`src/rtl/pio_pkg.sv`:
```
// Package: shared constants and types for the parallel I/O group.
// Assumes byte offsets on the register bus and one direction bit per nibble class.
package pio_pkg;
    localparam int PIO_NUM_PORTS   = 3;
    localparam int PIO_PORT_STRIDE = 4;
    localparam int PIO_CTRL_OFFS   = 12;
    localparam int PIO_EN_OFFS     = 16;

    // Direction per nibble class, 1 = input, 0 = output
    typedef struct packed {
        logic a;
        logic b;
        logic c_hi;
        logic c_lo;
    } pio_dir_t;
endpackage

```
`src/rtl/pio_sync2.sv`:
```
// Module: two-flop synchronizer for asynchronous pin levels.
// Assumes the inputs are single-bit independent levels; no bus coherency is implied.
module pio_sync2 #(
    parameter int W = 8
) (
    input  logic         clk,
    input  logic         rst_n,
    input  logic [W-1:0] d_i,
    output logic [W-1:0] q_o
);
    logic [W-1:0] stage1_q;
    logic [W-1:0] stage2_q;

    // Two resettable capture stages
    always_ff @(posedge clk) begin
        if (!rst_n) begin
            stage1_q <= '0;
            stage2_q <= '0;
        end else begin
            stage1_q <= d_i;
            stage2_q <= stage1_q;
        end
    end

    assign q_o = stage2_q;
endmodule

```
`src/rtl/pio_ctrl_regs.sv`:
```
// Module: direction control word and global I/O enable registers.
// Assumes DW >= 8; a control write without bit 7 is discarded (no bit set/reset).
module pio_ctrl_regs
    import pio_pkg::*;
#(
    parameter int DW = 8,
    parameter int AW = 5
) (
    input  logic          clk,
    input  logic          rst_n,
    input  logic          bus_wr,
    input  logic [AW-1:0] bus_addr,
    input  logic [DW-1:0] bus_wdata,
    output pio_dir_t      dir_o,
    output logic          io_en_o,
    output logic [DW-1:0] ctrl_rd_o,
    output logic [DW-1:0] en_rd_o
);
    localparam logic [AW-1:0] CTRL_A = AW'(PIO_CTRL_OFFS);
    localparam logic [AW-1:0] EN_A   = AW'(PIO_EN_OFFS);

    pio_dir_t dir_q;
    logic     en_q;
    logic     ctrl_hit;
    logic     en_hit;
    logic     bits_unused;

    assign ctrl_hit    = bus_wr && (bus_addr == CTRL_A);
    assign en_hit      = bus_wr && (bus_addr == EN_A);
    assign bits_unused = ^bus_wdata;

    // Direction register: loaded only by a mode-set word
    always_ff @(posedge clk) begin
        if (!rst_n) begin
            dir_q <= '{a: 1'b1, b: 1'b1, c_hi: 1'b1, c_lo: 1'b1};
        end else if (ctrl_hit && bus_wdata[7]) begin
            dir_q <= '{a: bus_wdata[4], b: bus_wdata[1],
                       c_hi: bus_wdata[3], c_lo: bus_wdata[0]};
        end
    end

    // Global enable register
    always_ff @(posedge clk) begin
        if (!rst_n)      en_q <= 1'b0;
        else if (en_hit) en_q <= bus_wdata[0];
    end

    assign dir_o     = dir_q;
    assign io_en_o   = en_q;
    assign ctrl_rd_o = DW'({1'b1, 2'b00, dir_q.a, dir_q.c_hi, 1'b0, dir_q.b, dir_q.c_lo});
    assign en_rd_o   = DW'(en_q);

    // a control word lacking bit 7 leaves directions untouched
    p_ctrl_ignore_r4: assert property (@(posedge clk) disable iff (!rst_n)
        (ctrl_hit && !bus_wdata[7]) |=> $stable(dir_o));
endmodule

```
`src/rtl/pio_port_slice.sv`:
```
// Module: one 8-bit port with output latch, nibble directions, pad enables and read path.
// Assumes PW is even; the latch loads on every write to OFFS, whatever the direction.
module pio_port_slice #(
    parameter int            PW   = 8,
    parameter int            AW   = 5,
    parameter logic [AW-1:0] OFFS = '0
) (
    input  logic          clk,
    input  logic          rst_n,
    input  logic          bus_wr,
    input  logic [AW-1:0] bus_addr,
    input  logic [PW-1:0] bus_wdata,
    input  logic          io_en,
    input  logic          dir_hi,
    input  logic          dir_lo,
    input  logic [PW-1:0] pin_in,
    output logic [PW-1:0] pin_out,
    output logic [PW-1:0] pin_oe,
    output logic [PW-1:0] rd_val
);
    localparam int NIB = PW / 2;

    logic [PW-1:0] latch_q;
    logic [PW-1:0] pin_sync;
    logic          wr_hit;

    assign wr_hit = bus_wr && (bus_addr == OFFS);

    // Output latch, loaded regardless of direction
    always_ff @(posedge clk) begin
        if (!rst_n)      latch_q <= '0;
        else if (wr_hit) latch_q <= bus_wdata;
    end

    pio_sync2 #(.W(PW)) u_sync (
        .clk   (clk),
        .rst_n (rst_n),
        .d_i   (pin_in),
        .q_o   (pin_sync)
    );

    // Pad drive and per-nibble read selection
    always_comb begin
        pin_out = latch_q;
        pin_oe  = {{NIB{io_en & ~dir_hi}}, {NIB{io_en & ~dir_lo}}};
        rd_val  = {dir_hi ? pin_sync[PW-1:NIB] : latch_q[PW-1:NIB],
                   dir_lo ? pin_sync[NIB-1:0]  : latch_q[NIB-1:0]};
    end

    // a write to this port's offset lands in the latch
    p_latch_load_r5: assert property (@(posedge clk) disable iff (!rst_n)
        wr_hit |=> (pin_out == $past(bus_wdata)));

    // with no write to this offset the latch holds
    p_latch_hold_r10: assert property (@(posedge clk) disable iff (!rst_n)
        !wr_hit |=> $stable(pin_out));
endmodule

```
`src/rtl/pio_group.sv`:
```
// Module: top of the three-port parallel I/O group with register read mux.
// Assumes byte offsets: ports at multiples of the stride, then control and enable.
module pio_group
    import pio_pkg::*;
#(
    parameter int PORT_W = 8,
    parameter int ADDR_W = 5
) (
    input  logic                              clk,
    input  logic                              rst_n,
    input  logic [ADDR_W-1:0]                 bus_addr,
    input  logic                              bus_wr,
    input  logic [PORT_W-1:0]                 bus_wdata,
    output logic [PORT_W-1:0]                 bus_rdata,
    input  logic [PIO_NUM_PORTS*PORT_W-1:0]   pin_in,
    output logic [PIO_NUM_PORTS*PORT_W-1:0]   pin_out,
    output logic [PIO_NUM_PORTS*PORT_W-1:0]   pin_oe
);
    localparam int            NP     = PIO_NUM_PORTS;
    localparam logic [ADDR_W-1:0] CTRL_A = ADDR_W'(PIO_CTRL_OFFS);
    localparam logic [ADDR_W-1:0] EN_A   = ADDR_W'(PIO_EN_OFFS);

    pio_dir_t          dir;
    logic              io_en;
    logic [PORT_W-1:0] ctrl_rd;
    logic [PORT_W-1:0] en_rd;
    logic [NP-1:0]     dir_hi;
    logic [NP-1:0]     dir_lo;
    logic [PORT_W-1:0] port_rd [NP];

    pio_ctrl_regs #(.DW(PORT_W), .AW(ADDR_W)) u_ctrl (
        .clk       (clk),
        .rst_n     (rst_n),
        .bus_wr    (bus_wr),
        .bus_addr  (bus_addr),
        .bus_wdata (bus_wdata),
        .dir_o     (dir),
        .io_en_o   (io_en),
        .ctrl_rd_o (ctrl_rd),
        .en_rd_o   (en_rd)
    );

    // Map the direction classes onto each port's nibbles
    always_comb begin
        dir_hi = {dir.c_hi, dir.b, dir.a};
        dir_lo = {dir.c_lo, dir.b, dir.a};
    end

    for (genvar g = 0; g < NP; g++) begin : g_port
        pio_port_slice #(
            .PW   (PORT_W),
            .AW   (ADDR_W),
            .OFFS (ADDR_W'(g * PIO_PORT_STRIDE))
        ) u_slice (
            .clk       (clk),
            .rst_n     (rst_n),
            .bus_wr    (bus_wr),
            .bus_addr  (bus_addr),
            .bus_wdata (bus_wdata),
            .io_en     (io_en),
            .dir_hi    (dir_hi[g]),
            .dir_lo    (dir_lo[g]),
            .pin_in    (pin_in[g*PORT_W +: PORT_W]),
            .pin_out   (pin_out[g*PORT_W +: PORT_W]),
            .pin_oe    (pin_oe[g*PORT_W +: PORT_W]),
            .rd_val    (port_rd[g])
        );
    end

    // Register read mux; unmapped offsets return zero
    always_comb begin
        bus_rdata = '0;
        for (int i = 0; i < NP; i++) begin
            if (bus_addr == ADDR_W'(i * PIO_PORT_STRIDE)) bus_rdata = port_rd[i];
        end
        if (bus_addr == CTRL_A) bus_rdata = ctrl_rd;
        if (bus_addr == EN_A)   bus_rdata = en_rd;
    end

    // reset leaves every line undriven
    p_reset_hiz_r1: assert property (@(posedge clk)
        !rst_n |=> (pin_oe == '0));

    // with the enable register clear nothing drives
    p_enable_gate_r2: assert property (@(posedge clk) disable iff (!rst_n)
        !io_en |-> (pin_oe == '0));

    // port A drive follows enable and its direction class
    p_port_a_oe_r6: assert property (@(posedge clk) disable iff (!rst_n)
        (io_en && !dir.a) |-> (pin_oe[PORT_W-1:0] == '1));
endmodule

```
`config.mk`:
```
export PLATFORM = sky130hd
export DESIGN_NAME = pio_group
export DESIGN_NICKNAME = d
export VERILOG_FILES = /design/src/rtl/pio_pkg.sv /design/src/rtl/pio_sync2.sv /design/src/rtl/pio_ctrl_regs.sv /design/src/rtl/pio_port_slice.sv /design/src/rtl/pio_group.sv
export SDC_FILE = /design/constraint.sdc
export NUM_CORES = 1
export LEC_CHECK = 0
export BUFFER_PORTS_ARGS = -buffer_cell sky130_fd_sc_hd__clkbuf_2
export CORE_MARGIN = 1.5
export CORE_UTILIZATION = 44
export DETAILED_ROUTE_END_ITERATION = 16
export PLACE_DENSITY = 0.74
export SYNTH_ARGS = -nofsm -noshare
export SYNTH_HDL_FRONTEND = slang
export SYNTH_SLANG_ARGS = --single-unit
```
`constraint.sdc`:
```
create_clock -name clk -period 2.5 [get_ports clk]
set_clock_uncertainty 0.15 [all_clocks]
set_input_delay 0.125 -clock clk [delete_from_list [all_inputs] [get_ports clk]]
set_output_delay 0.125 -clock clk [all_outputs]
set_load 0.005 [all_outputs]
```
==> results of run 1 <==
==> flip-flops by register name (all words and copies together), names as in the netlist <==
signal,cells
g_port.u_slice.u_sync.stage1_q,24
u_ctrl.ctrl_rd_o,4
u_ctrl.io_en_o,1
g_port.u_slice.pin_out,24
g_port.u_slice.u_sync.q_o,24
==> layout make-up <==
| class | instances | share of cell area (%) |
|---|---|---|
| Tap cell | 96 | 3.00 |
| Clock inverter | 7 | 2.25 |
| Sequential cell | 77 | 38.5 |
| Multi-Input combinational cell | 205 | 32.2 |
| Timing Repair Buffer | 131 | 20.6 |
| Clock buffer | 9 | 3.09 |
| Inverter | 4 | 0.375 |
==> layer usage <==
layer | vias to the layer above | part of all wire, %
li1 | 1308 | -
met1 | 1198 | 44
met2 | 117 | 47
met3 | 19 | 6.5
met4 | 0 | 2.4
met5 | - | 0
==> cells in the mapped netlist (3+ instances only) <==
| cell type | count |
|---|---|
| a21oi_1 | 31 |
| and2_1 | 48 |
| buf_2 | 4 |
| buf_4 | 20 |
| buf_6 | 4 |
| clkbuf_1 | 18 |
| dfxtp_1 | 77 |
| inv_1 | 4 |
| mux2_2 | 7 |
| mux2i_1 | 16 |
| nand2_1 | 3 |
| nand2b_1 | 4 |
| nand3_1 | 33 |
| nor2_1 | 7 |
| o21ai_0 | 11 |
| o21ai_1 | 20 |
| o22a_1 | 5 |
==> where the power goes <==
| group | internal [uW] | total [uW] | switching [uW] | leakage, uW |
|---|---|---|---|---|
| sequential | 1260 | 1280 | 13.2 | 0.000631 |
| clock | 556 | 995 | 439 | 0.000105 |
| combinational | 103 | 201 | 98.3 | 0.00105 |
| total | 1920 | 2470 | 550 | 0.00179 |
==> critical path: cells and delay by family (launching register included) <==
family                 cells  cell delay (ps)
muxes                      1              180
buffers and inverters      1              160
AOI/OAI and AO/OA          2              440
DFF                        1              670
==> through the flow <==
| stage | worst slack [ps] | hold WS, ps | power (uW) |
|---|---|---|---|
| global placement | 839 | 176 | 1470 |
| detailed placement | 797 | 179 | 1470 |
| finish | 442 | 23.3 | 2470 |
| floorplan | 921 | 96.7 | 1400 |
| CTS | 438 | 8.50 | 2500 |
| global route | 302 | 55.5 | 2580 |
==> logic make-up after synthesis <==
family / Yosys count
muxes: 23
and+or+nand+nor: 106
DFF: 77
AOI/OAI and AO/OA: 76
buffers and inverters: 50
==> worst max-delay path by stage <==
stage | start | end | slack, ps | cells after the start
global placement | u_ctrl.ctrl_rd_o[1] | bus_rdata[4] | 840 | 4
floorplan | u_ctrl.ctrl_rd_o[0] | bus_rdata[0] | 920 | 4
finish | u_ctrl.ctrl_rd_o[4] | bus_rdata[4] | 440 | 4
CTS | u_ctrl.ctrl_rd_o[4] | bus_rdata[4] | 440 | 4
detailed placement | bus_addr[2] | bus_rdata[4] | 800 | 5
global route | u_ctrl.ctrl_rd_o[4] | bus_rdata[4] | 300 | 4
==> impl_table.tex, run 1 <==
\begin{tabular}{lr}
\hline
Metric & Value \\
\hline
\multicolumn{2}{l}{\textbf{Final layout}} \\
\quad Layout Utilization & 58.7\% \\
\quad Footprint of the multi-input gates & 1290 sq um \\
\quad Synthesis-to-finish area growth & 28.0\% \\
\quad Most used cells in the layout excluding fill and tap cells & clkbuf\_2, dfxtp\_1, and2\_1 \\
\quad Total non-filler cell area in the finished layout & 4010 sq um \\
\quad Count of placed standard cells in the final layout, fillers left out & 529 \\
\quad Share of cells above drive strength 1 & 29.3\% \\
\quad Layout filler cell count & 647 \\
\quad Most common cell after layout, fill and taps aside & clkbuf\_2 \\
\quad Register area & 1540 sq um \\
\quad Nets & 468 \\
\quad Count of antenna diodes in the layout & 0 \\
\multicolumn{2}{l}{\textbf{Critical path}} \\
\quad CP Data Arrival Time & 1780 ps \\
\quad Depth of the worst register-to-register path & 2 \\
\quad Type of the worst setup path & reg2out \\
\quad Reg-to-Reg End & u\_ctrl.ctrl\_rd\_o[4] \\
\quad Critical path data required time & 2230 ps \\
\quad Category of the worst setup path capture point & primary output \\
\quad Cell at the slowest stage of the critical path & dfxtp\_1 \\
\quad Critical Path, Cell by Cell & mux2i\_1 > o22a\_1 > a21oi\_1 > clkbuf\_2 \\
\quad Source of the worst register-to-register timing path & u\_ctrl.ctrl\_rd\_o[4] \\
\quad Crit path max fanout & 11 \\
\quad Setup slack of the most critical reg-to-reg path & 1390 ps \\
\quad CP peak stage delay & 670 ps \\
\quad Startpoint class of the critical path & register \\
\multicolumn{2}{l}{\textbf{Clocking}} \\
\quad Clock root buffer & clkbuf\_8 \\
\quad Number of resized instances in the post-cts repair step & 0 \\
\quad CTS tree & built \\
\quad Clock Path Buffers & 2 \\
\quad Number of buffers added by the clock tree synthesis step & 9 \\
\quad Number of levels in the clock H-tree & 3 \\
\quad Later-pin clock latency in the skew report & 340 ps \\
\quad Register clock-pin slew on the reported worst setup and hold paths & 80 ps \\
\quad CTS sink cnt & 77 \\
\quad Total of hold buffers inserted after clock tree synthesis & 32 \\
\quad Post-CTS setup buffer count & 0 \\
\multicolumn{2}{l}{\textbf{STA}} \\
\quad Final count of hold timing violations & 0 \\
\quad Final worst path period share & 82.3\% \\
\quad Final-report max-slew violation count & 0 \\
\quad Timing-limited maximum frequency & 486 MHz \\
\quad Final critical delay including setup and external delays & 2060 ps \\
\quad RSZ-0062 raised after global routing & false \\
\quad Worst slew margin relative to its limit & 47.4\% \\
\quad Final setup violation count & 0 \\
\quad Total negative setup slack & 0 ps \\
\quad Tightest Pin Transition & 789 ps \\
\multicolumn{2}{l}{\textbf{Synthesis}} \\
\quad Cell taking the most area after synthesis & dfxtp\_1 \\
\quad Xor-xnor portion of the synthesized cell area & 0\% \\
\quad Synth Area in Adders & 0\% \\
\quad Count of warnings emitted by yosys & 0 \\
\quad Fraction of the yosys area taken by sequential cells & 49.2\% \\
\quad Distinct cell type count of the synthesized netlist & 35 \\
\quad Post-synthesis instance area & 3130 sq um \\
\quad Dominant synthesized flop cell & dfxtp\_1 \\
\quad Mux cell area share after synthesis & 7.63\% \\
\quad Top cell type's share of synthesized area & 49.2\% \\
\quad Total of flip-flops plus latches after synthesis & 77 \\
\quad Largest cells by area after synthesis & dfxtp\_1, and2\_1, nand3\_1 \\
\quad Proportion of synthesized flip-flops having asynchronous set or reset & 0\% \\
\quad Simple-Gate Fraction of Synth Area & 19.9\% \\
\quad Number of instances in the synthesized netlist & 332 \\
\quad Complex-gate fraction of the synthesized area & 13.7\% \\
\quad Net Count, Synth & 372 \\
\quad Combinational family with the most area after synthesis & simple AND/OR/NAND/NOR gates \\
\quad Number of enable-type register cells in the synthesized netlist & 0 \\
\quad Avg Cell Area, Syn & 9.43 sq um \\
\multicolumn{2}{l}{\textbf{Global route}} \\
\quad Met2 track utilization from global routing & 33.1\% \\
\quad Number of antenna violations at the first check in global routing & 0 \\
\quad Global routing usage summed across all routing layers & 20.7\% \\
\quad Global-route wire length before repair & 11.9 mm \\
\quad Highest-utilization routing layer at the global route stage & met2 \\
\quad Gr ovfl total & 0 \\
\quad Vias in the first global route & 2409 \\
\quad Met1 global-route usage & 25.9\% \\
\quad Met3 capacity usage during global routing & 4.55\% \\
\quad Maximum number of pins on one net before global-route repair & 53 \\
\multicolumn{2}{l}{\textbf{Detailed routing}} \\
\quad Via density & 4.99 \\
\quad Iteration-0 DRC Markers & 175 \\
\quad Remaining DRCs & 0 \\
\quad Detail-routed net length per standard cell & 14.1 microns \\
\quad Total iterations of the first detailed-routing run & 4 \\
\quad Total length of routed wires & 7.46 mm \\
\quad Remaining antenna violation count & 0 \\
\quad Via count & 2642 \\
\multicolumn{2}{l}{\textbf{Placed design}} \\
\quad Number of instances in the placed design & 481 \\
\quad Cell area reported after detailed placement & 3470 sq um \\
\quad HPWL after DPL & 5.06 mm \\
\quad Count of buffers inserted at the top-level ports & 95 \\
\quad Placer Congestion & 0.901 \\
\multicolumn{2}{l}{\textbf{Floorplanning}} \\
\quad Placement Rows & 30 \\
\quad Die outline height & 87.4 microns \\
\quad Area of the placeable core & 6830 sq um \\
\quad Number of primary I/O pins & 96 \\
\quad Die area & 7630 sq um \\
\quad Starting utilization of the core area & 45.8\% \\
\quad Die width & 87.4 microns \\
\multicolumn{2}{l}{\textbf{Run status}} \\
\quad Run status & finished, final reports clean \\
\multicolumn{2}{l}{\textbf{Min path}} \\
\quad Worst Hold Path EP & u\_ctrl.io\_en\_o \\
\quad Class of the tightest hold or removal check & in2reg \\
\quad Worst Hold Path Cells & 3 \\
\quad Source of the worst hold timing path & bus\_addr[4] \\
\multicolumn{2}{l}{\textbf{Power}} \\
\quad Leakage Power & 0.00179 uW \\
\quad P per Cell Area & 617 nW/um\^{}2 \\
\quad Worst-case vdd ir drop & 319 uV \\
\multicolumn{2}{l}{\textbf{Job}} \\
\quad Count of max-cap constraint violations & 0 \\
\hline
\end{tabular}
(Power assumes the default switching activity.)
==> run 2: changes to the inputs <==
--- a/config.mk
+++ b/config.mk
@@ -9,7 +9,7 @@
 export CORE_MARGIN = 1.5
 export CORE_UTILIZATION = 44
 export DETAILED_ROUTE_END_ITERATION = 16
-export PLACE_DENSITY = 0.74
+export PLACE_DENSITY = 0.77
 export SYNTH_ARGS = -nofsm -noshare
 export SYNTH_HDL_FRONTEND = slang
 export SYNTH_SLANG_ARGS = --single-unit
==> constraint.sdc (replaced) <==
create_clock -name clk -period 1.7 [get_ports clk]
set_clock_uncertainty 0.15 [all_clocks]
set_input_delay 0.085 -clock clk [delete_from_list [all_inputs] [get_ports clk]]
set_output_delay 0.085 -clock clk [all_outputs]
set_load 0.005 [all_outputs]
==> impl_table.tex, run 2 (same netlist as run 1, synthesis figures left out) <==
\begin{tabular}{lr}
\hline
Metric & Value \\
\hline
\multicolumn{2}{l}{\textbf{Critical path}} \\
\quad Critical Path, Cell by Cell & buf\_6 > mux2i\_1 > o22a\_1 > a21oi\_2 > buf\_2 \\
\quad Category of the worst setup path capture point & primary output \\
\quad Startpoint class of the critical path & register \\
\quad Crit path max fanout & 7 \\
\quad Family with the most delay on the worst path & flip-flops \\
\quad Setup slack of the most critical reg-to-reg path & 710 ps \\
\quad Critical path data required time & 1460 ps \\
\quad Sum of buffers and inverters on the critical path & 2 \\
\quad Type of the worst setup path & reg2out \\
\quad Cell at the slowest stage of the critical path & dfxtp\_4 \\
\quad CP Data Arrival Time & 1520 ps \\
\quad CP peak stage delay & 420 ps \\
\multicolumn{2}{l}{\textbf{Final layout}} \\
\quad Share of cells above drive strength 1 & 33.8\% \\
\quad Count of antenna diodes in the layout & 0 \\
\quad Layout filler cell count & 597 \\
\quad Most used cells in the layout excluding fill and tap cells & clkbuf\_2, dfxtp\_1, and2\_1 \\
\quad Synthesis-to-finish area growth & 36.0\% \\
\quad Most common cell after layout, fill and taps aside & clkbuf\_2 \\
\quad Total non-filler cell area in the finished layout & 4260 sq um \\
\quad Layout Utilization & 62.3\% \\
\quad Nets & 482 \\
\multicolumn{2}{l}{\textbf{Floorplanning}} \\
\quad Die width & 87.4 microns \\
\quad Die outline height & 87.4 microns \\
\quad Placement Rows & 30 \\
\quad Starting utilization of the core area & 45.8\% \\
\quad Number of primary I/O pins & 96 \\
\quad Area of the placeable core & 6830 sq um \\
\quad Die area & 7630 sq um \\
\multicolumn{2}{l}{\textbf{Clocking}} \\
\quad Later-pin clock latency in the skew report & 350 ps \\
\quad CTS tree & built \\
\quad CTS sink cnt & 77 \\
\quad Clock root buffer & clkbuf\_8 \\
\quad Number of buffers added by the clock tree synthesis step & 9 \\
\quad Register clock-pin slew on the reported worst setup and hold paths & 70 ps \\
\quad Clock Path Buffers & 2 \\
\quad Number of levels in the clock H-tree & 3 \\
\multicolumn{2}{l}{\textbf{Detailed routing}} \\
\quad Total iterations of the first detailed-routing run & 4 \\
\quad Via density & 5.05 \\
\quad Via count & 2740 \\
\quad Remaining DRCs & 0 \\
\quad Iteration-0 DRC Markers & 202 \\
\quad Detail-routed net length per standard cell & 14.5 microns \\
\quad Remaining antenna violation count & 0 \\
\quad Total length of routed wires & 7.87 mm \\
\multicolumn{2}{l}{\textbf{STA}} \\
\quad Final worst path period share & 103\% \\
\quad RSZ-0062 raised after global routing & true \\
\quad Final count of hold timing violations & 0 \\
\quad Final critical delay including setup and external delays & 1750 ps \\
\quad Worst-case hold slack & 10.8 ps \\
\quad Final-report max-slew violation count & 0 \\
\quad Tightest Pin Transition & 420 ps \\
\quad Worst slew margin relative to its limit & 71.9\% \\
\quad Timing-limited maximum frequency & 571 MHz \\
\quad Final setup violation count & 6 \\
\quad Minimum setup slack in the final design & -50.6 ps \\
\multicolumn{2}{l}{\textbf{Run status}} \\
\quad Run status & finished, violations left \\
\quad Violated checks & setup timing \\
\multicolumn{2}{l}{\textbf{Min path}} \\
\quad Class of the tightest hold or removal check & in2reg \\
\multicolumn{2}{l}{\textbf{Global route}} \\
\quad Global-route wire length before repair & 12.4 mm \\
\quad Number of antenna violations at the first check in global routing & 0 \\
\quad Gr ovfl total & 0 \\
\quad Vias in the first global route & 2474 \\
\quad Maximum number of pins on one net before global-route repair & 37 \\
\quad Global routing usage summed across all routing layers & 21.7\% \\
\multicolumn{2}{l}{\textbf{Placed design}} \\
\quad Count of buffers inserted at the top-level ports & 95 \\
\quad HPWL after DPL & 5.27 mm \\
\quad Placer Congestion & 0.920 \\
\quad Cell area reported after detailed placement & 3540 sq um \\
\quad Post-placement worst setup slack & 112 ps \\
\multicolumn{2}{l}{\textbf{Power}} \\
\quad P per Cell Area & 925 nW/um\^{}2 \\
\quad Leakage Power & 0.00190 uW \\
\quad Worst-case vdd ir drop & 615 uV \\
\quad Power consumption & 3940 uW \\
\multicolumn{2}{l}{\textbf{Job}} \\
\quad Count of max-cap constraint violations & 0 \\
\hline
\end{tabular}
-- run 2: cell types whose count changed in the layout (fill, tap and decap cells not counted), moves of 3 or more --
cell / before / now
a21oi_1: 31 / 27
clkinv_2: 3 / 0
dfxtp_4: 0 / 3
dfxtp_1: 77 / 72
mux2_4: 0 / 3
buf_6: 0 / 3
dlygate4sd3_1: 32 / 35
mux2_2: 7 / 4
a21oi_2: 0 / 4
buf_4: 4 / 11
clkbuf_8: 9 / 12
-- run 2: path summary, 6_finish.rpt --
check | depth (start not counted) | to | startpoint
worst max-delay path | 5 | bus_rdata[6] | u_ctrl.ctrl_rd_o[1]
worst min-delay path | 4 | u_ctrl.io_en_o | bus_wr
worst max register to register | 4 | u_ctrl.ctrl_rd_o[0] | u_ctrl.ctrl_rd_o[0]
worst min register to register | 1 | g_port[2].u_slice.u_sync.q_o[5] | g_port[2].u_slice.u_sync.stage1_q[5]
-- run 2: layout make-up --
cell class | count | area [sq um] | area share (%)
sequential | 77 | 1560 | 36.5
tap | 96 | 120 | 2.82
timing repair buffer | 145 | 962 | 22.6
clock inverter | 3 | 90.1 | 2.12
inverter | 4 | 15.0 | 0.353
multi-input combinational | 205 | 1350 | 31.6
clock buffer | 13 | 169 | 3.97
-- run 2: layer usage --
layer | track usage, % | vias up | wire length, microns
met4 | 11.5 | 0 | 184
met3 | 6.07 | 14 | 590
met2 | 35.8 | 123 | 3940
met5 | 0 | - | 0
li1 | - | 1340 | -
met1 | 25.6 | 1263 | 3160
-- run 2: worst min-delay path, stage by stage --
cell and delay (ps):
clkbuf_2 100, nor3b_1 150, nand4_1 80, a21oi_1 50
-- run 2: per-stage QoR --
step / cells / setup TNS [ps]
floorplan: 332 / 0
global placement: 488 / 0
detailed placement: 488 / 0
CTS: 543 / -220
global route: 543 / -700
finish: 543 / -201
-- run 2: report_power, final --
part	switching, uW	internal [uW]	leakage, uW
clock	634	1100	0.000130
combinational	158	172	0.00114
sequential	19.2	1860	0.000631
total	811	3120	0.00190
-- run 2: timing repair --
item                       CTS  global route
hold endpoints to repair    53             0
hold buffers                35             0
resized for setup           18             8
pin swaps                    5             4
setup endpoints to repair    8            16
gates cloned                 0             0
setup buffers                4             0
==> run 3: changes to the inputs <==
--- a/config.mk
+++ b/config.mk
@@ -9,7 +9,7 @@
 export CORE_MARGIN = 1.5
 export CORE_UTILIZATION = 44
 export DETAILED_ROUTE_END_ITERATION = 16
-export PLACE_DENSITY = 0.77
+export PLACE_DENSITY = 0.72
 export SYNTH_ARGS = -nofsm -noshare
 export SYNTH_HDL_FRONTEND = slang
 export SYNTH_SLANG_ARGS = --single-unit
==> constraint.sdc (replaced) <==
create_clock -name clk -period 1.6 [get_ports clk]
set_clock_uncertainty 0.15 [all_clocks]
set_input_delay 0.08 -clock clk [delete_from_list [all_inputs] [get_ports clk]]
set_output_delay 0.08 -clock clk [all_outputs]
set_load 0.005 [all_outputs]
==> impl_table.tex, run 3 (same netlist as run 1, synthesis figures left out) <==
\begin{tabular}{lr}
\hline
Metric & Value \\
\hline
\multicolumn{2}{l}{\textbf{Run status}} \\
\quad Run status & finished, violations left \\
\quad Violated checks & setup timing \\
\multicolumn{2}{l}{\textbf{Min path}} \\
\quad Worst Hold Path EP & u\_ctrl.io\_en\_o \\
\quad Source of the worst hold timing path & bus\_addr[1] \\
\quad Class of the tightest hold or removal check & in2reg \\
\quad Worst Hold Path Cells & 4 \\
\multicolumn{2}{l}{\textbf{Floorplanning}} \\
\quad Area of the placeable core & 6830 sq um \\
\quad Die width & 87.4 microns \\
\quad Number of primary I/O pins & 96 \\
\quad Starting utilization of the core area & 45.8\% \\
\quad Die outline height & 87.4 microns \\
\quad Die area & 7630 sq um \\
\quad Placement Rows & 30 \\
\multicolumn{2}{l}{\textbf{Power}} \\
\quad P per Cell Area & 887 nW/um\^{}2 \\
\quad Worst-case vdd ir drop & 506 uV \\
\quad Part of the power in combinational logic & 9.6\% \\
\quad Switching power summed over all nets & 873 uW \\
\quad Sequential cell fraction of total power & 52.9\% \\
\quad Switching fraction of total power & 23.2\% \\
\quad Clock group share of total power & 37.4\% \\
\quad Cell-internal power & 2890 uW \\
\quad Power consumption & 3760 uW \\
\quad Leakage Power & 0.00187 uW \\
\multicolumn{2}{l}{\textbf{STA}} \\
\quad Worst slew margin relative to its limit & 44.2\% \\
\quad Timing-limited maximum frequency & 562 MHz \\
\quad RSZ-0062 raised after global routing & true \\
\quad Tightest Pin Transition & 836 ps \\
\quad Final critical delay including setup and external delays & 1780 ps \\
\quad Final worst path period share & 111\% \\
\quad Final count of hold timing violations & 0 \\
\quad Final-report max-slew violation count & 0 \\
\quad Final setup violation count & 8 \\
\quad Minimum setup slack in the final design & -181 ps \\
\multicolumn{2}{l}{\textbf{Final layout}} \\
\quad Layout filler cell count & 606 \\
\quad Count of placed standard cells in the final layout, fillers left out & 547 \\
\quad Register area & 1550 sq um \\
\quad Most used cells in the layout excluding fill and tap cells & clkbuf\_2, dfxtp\_1, and2\_1 \\
\quad Footprint of the multi-input gates & 1360 sq um \\
\quad Layout Utilization & 62.1\% \\
\quad Count of antenna diodes in the layout & 0 \\
\quad Synthesis-to-finish area growth & 35.5\% \\
\quad Nets & 486 \\
\quad Share of cells above drive strength 1 & 35.7\% \\
\quad Most common cell after layout, fill and taps aside & clkbuf\_2 \\
\multicolumn{2}{l}{\textbf{Critical path}} \\
\quad Reg-to-Reg End & u\_ctrl.io\_en\_o \\
\quad Critical path data required time & 1370 ps \\
\quad CP Data Arrival Time & 1550 ps \\
\quad Crit path max fanout & 7 \\
\quad Source of the worst register-to-register timing path & u\_ctrl.io\_en\_o \\
\quad Startpoint class of the critical path & register \\
\quad Type of the worst setup path & reg2out \\
\quad Category of the worst setup path capture point & primary output \\
\quad Depth of the worst register-to-register path & 3 \\
\quad Setup slack of the most critical reg-to-reg path & 540 ps \\
\multicolumn{2}{l}{\textbf{Global route}} \\
\quad Global routing usage summed across all routing layers & 22.9\% \\
\quad Gr ovfl total & 0 \\
\quad Maximum number of pins on one net before global-route repair & 29 \\
\quad Number of antenna violations at the first check in global routing & 0 \\
\quad Vias in the first global route & 2665 \\
\quad Global-route wire length before repair & 13.2 mm \\
\multicolumn{2}{l}{\textbf{Clocking}} \\
\quad CTS tree & built \\
\quad CTS sink cnt & 77 \\
\quad Register clock-pin slew on the reported worst setup and hold paths & 80 ps \\
\quad Number of levels in the clock H-tree & 3 \\
\quad Number of buffers added by the clock tree synthesis step & 9 \\
\quad Clock root buffer & clkbuf\_8 \\
\quad Later-pin clock latency in the skew report & 350 ps \\
\quad Clock Path Buffers & 2 \\
\multicolumn{2}{l}{\textbf{Job}} \\
\quad Count of max-cap constraint violations & 0 \\
\multicolumn{2}{l}{\textbf{Detailed routing}} \\
\quad Iteration-0 DRC Markers & 169 \\
\quad Total length of routed wires & 8.12 mm \\
\quad Via count & 2792 \\
\quad Detail-routed net length per standard cell & 14.8 microns \\
\quad Via density & 5.10 \\
\quad Remaining antenna violation count & 0 \\
\quad Remaining DRCs & 0 \\
\quad Total iterations of the first detailed-routing run & 5 \\
\multicolumn{2}{l}{\textbf{Placed design}} \\
\quad Count of buffers inserted at the top-level ports & 95 \\
\quad HPWL after DPL & 5.43 mm \\
\quad Number of instances in the placed design & 494 \\
\quad Placer Congestion & 0.841 \\
\hline
\end{tabular}
run 3: cell types whose count changed in the layout (fill, tap and decap cells not counted), sizes merged:
| cell | before | now |
|---|---|---|
| clkinv | 0 | 2 |
| bufinv | 3 | 0 |
| dlygate4sd3 | 35 | 34 |
| buf | 17 | 24 |
| clkbuf | 106 | 104 |
| clkinvlp | 0 | 1 |
run 3: area by class of cell:
cell class	instances	share of cell area, %
Clock inverter	3	0.413
Clock buffer	13	4.22
Tap cell	96	2.83
Multi-Input combinational cell	205	32.1
Inverter	4	0.354
Sequential cell	77	36.6
Timing Repair Buffer	149	23.5
run 3: how the worst max path moves through the flow:
| stage | from | to | slack, ps | cells past startpoint |
|---|---|---|---|---|
| 6_report | u_ctrl.ctrl_rd_o[4] | bus_rdata[4] | -180 | 5 |
| 5_1_grt | u_ctrl.ctrl_rd_o[1] | bus_rdata[4] | -240 | 4 |
| 4_1_cts | u_ctrl.ctrl_rd_o[1] | bus_rdata[1] | -160 | 4 |
| 3_5_place_dp | bus_addr[4] | g_port[0].u_slice.pin_out[5] | -3 | 4 |
| 3_3_place_gp | u_ctrl.ctrl_rd_o[1] | bus_rdata[6] | 70 | 5 |
| 2_1_floorplan | u_ctrl.ctrl_rd_o[0] | bus_rdata[0] | 70 | 4 |
run 3: power by group through the flow:
stage / clock network, uW / logic (uW) / registers (uW)
floorplan: 0 / 156 / 2030
global placement: 0 / 275 / 2040
detailed placement: 0 / 280 / 2040
CTS: 1440 / 355 / 1990
global route: 1540 / 393 / 2000
finish: 1410 / 362 / 1990
run 3: stage by stage:
stage | instance area, sq um | hold WS (ps) | setup slack [ps] | setup TNS (ps)
6_report | 4240 | 19.9 | -181 | -1000
5_1_grt | 4240 | 62.0 | -236 | -1570
4_1_cts | 4220 | -3.18 | -159 | -1430
3_5_place_dp | 3600 | 134 | -3.14 | -3.14
3_3_place_gp | 3600 | 129 | 74.8 | 0
2_1_floorplan | 3130 | 51.7 | 65.7 | 0
run 3: worst max-delay path, stage by stage (launching register included):
cell and delay (ps):
dfxtp_4 400, buf_12 140, mux2i_2 260, o22a_1 180, a21oi_2 70, buf_2 150
run 3: layer usage:
| metal | share of wire [%] | up-vias | wire, microns | track usage (%) |
|---|---|---|---|---|
| met5 | 0 | - | 0 | 0 |
| met4 | 3.3 | 0 | 268 | 12.3 |
| met3 | 6.9 | 21 | 557 | 4.17 |
| met2 | 47 | 141 | 3780 | 36.9 |
| met1 | 43 | 1281 | 3510 | 29.0 |
| li1 | - | 1349 | - | - |
run 3: what timing repair did:
action / CTS / global route
hold buffers: 34 / 0
pin swaps: 10 / 5
gates resized for setup: 22 / 9
endpoints found under the setup margin: 16 / 24
hold endpoints to repair: 53 / 0
gates cloned: 0 / 0
buffers inserted: 3 / 0
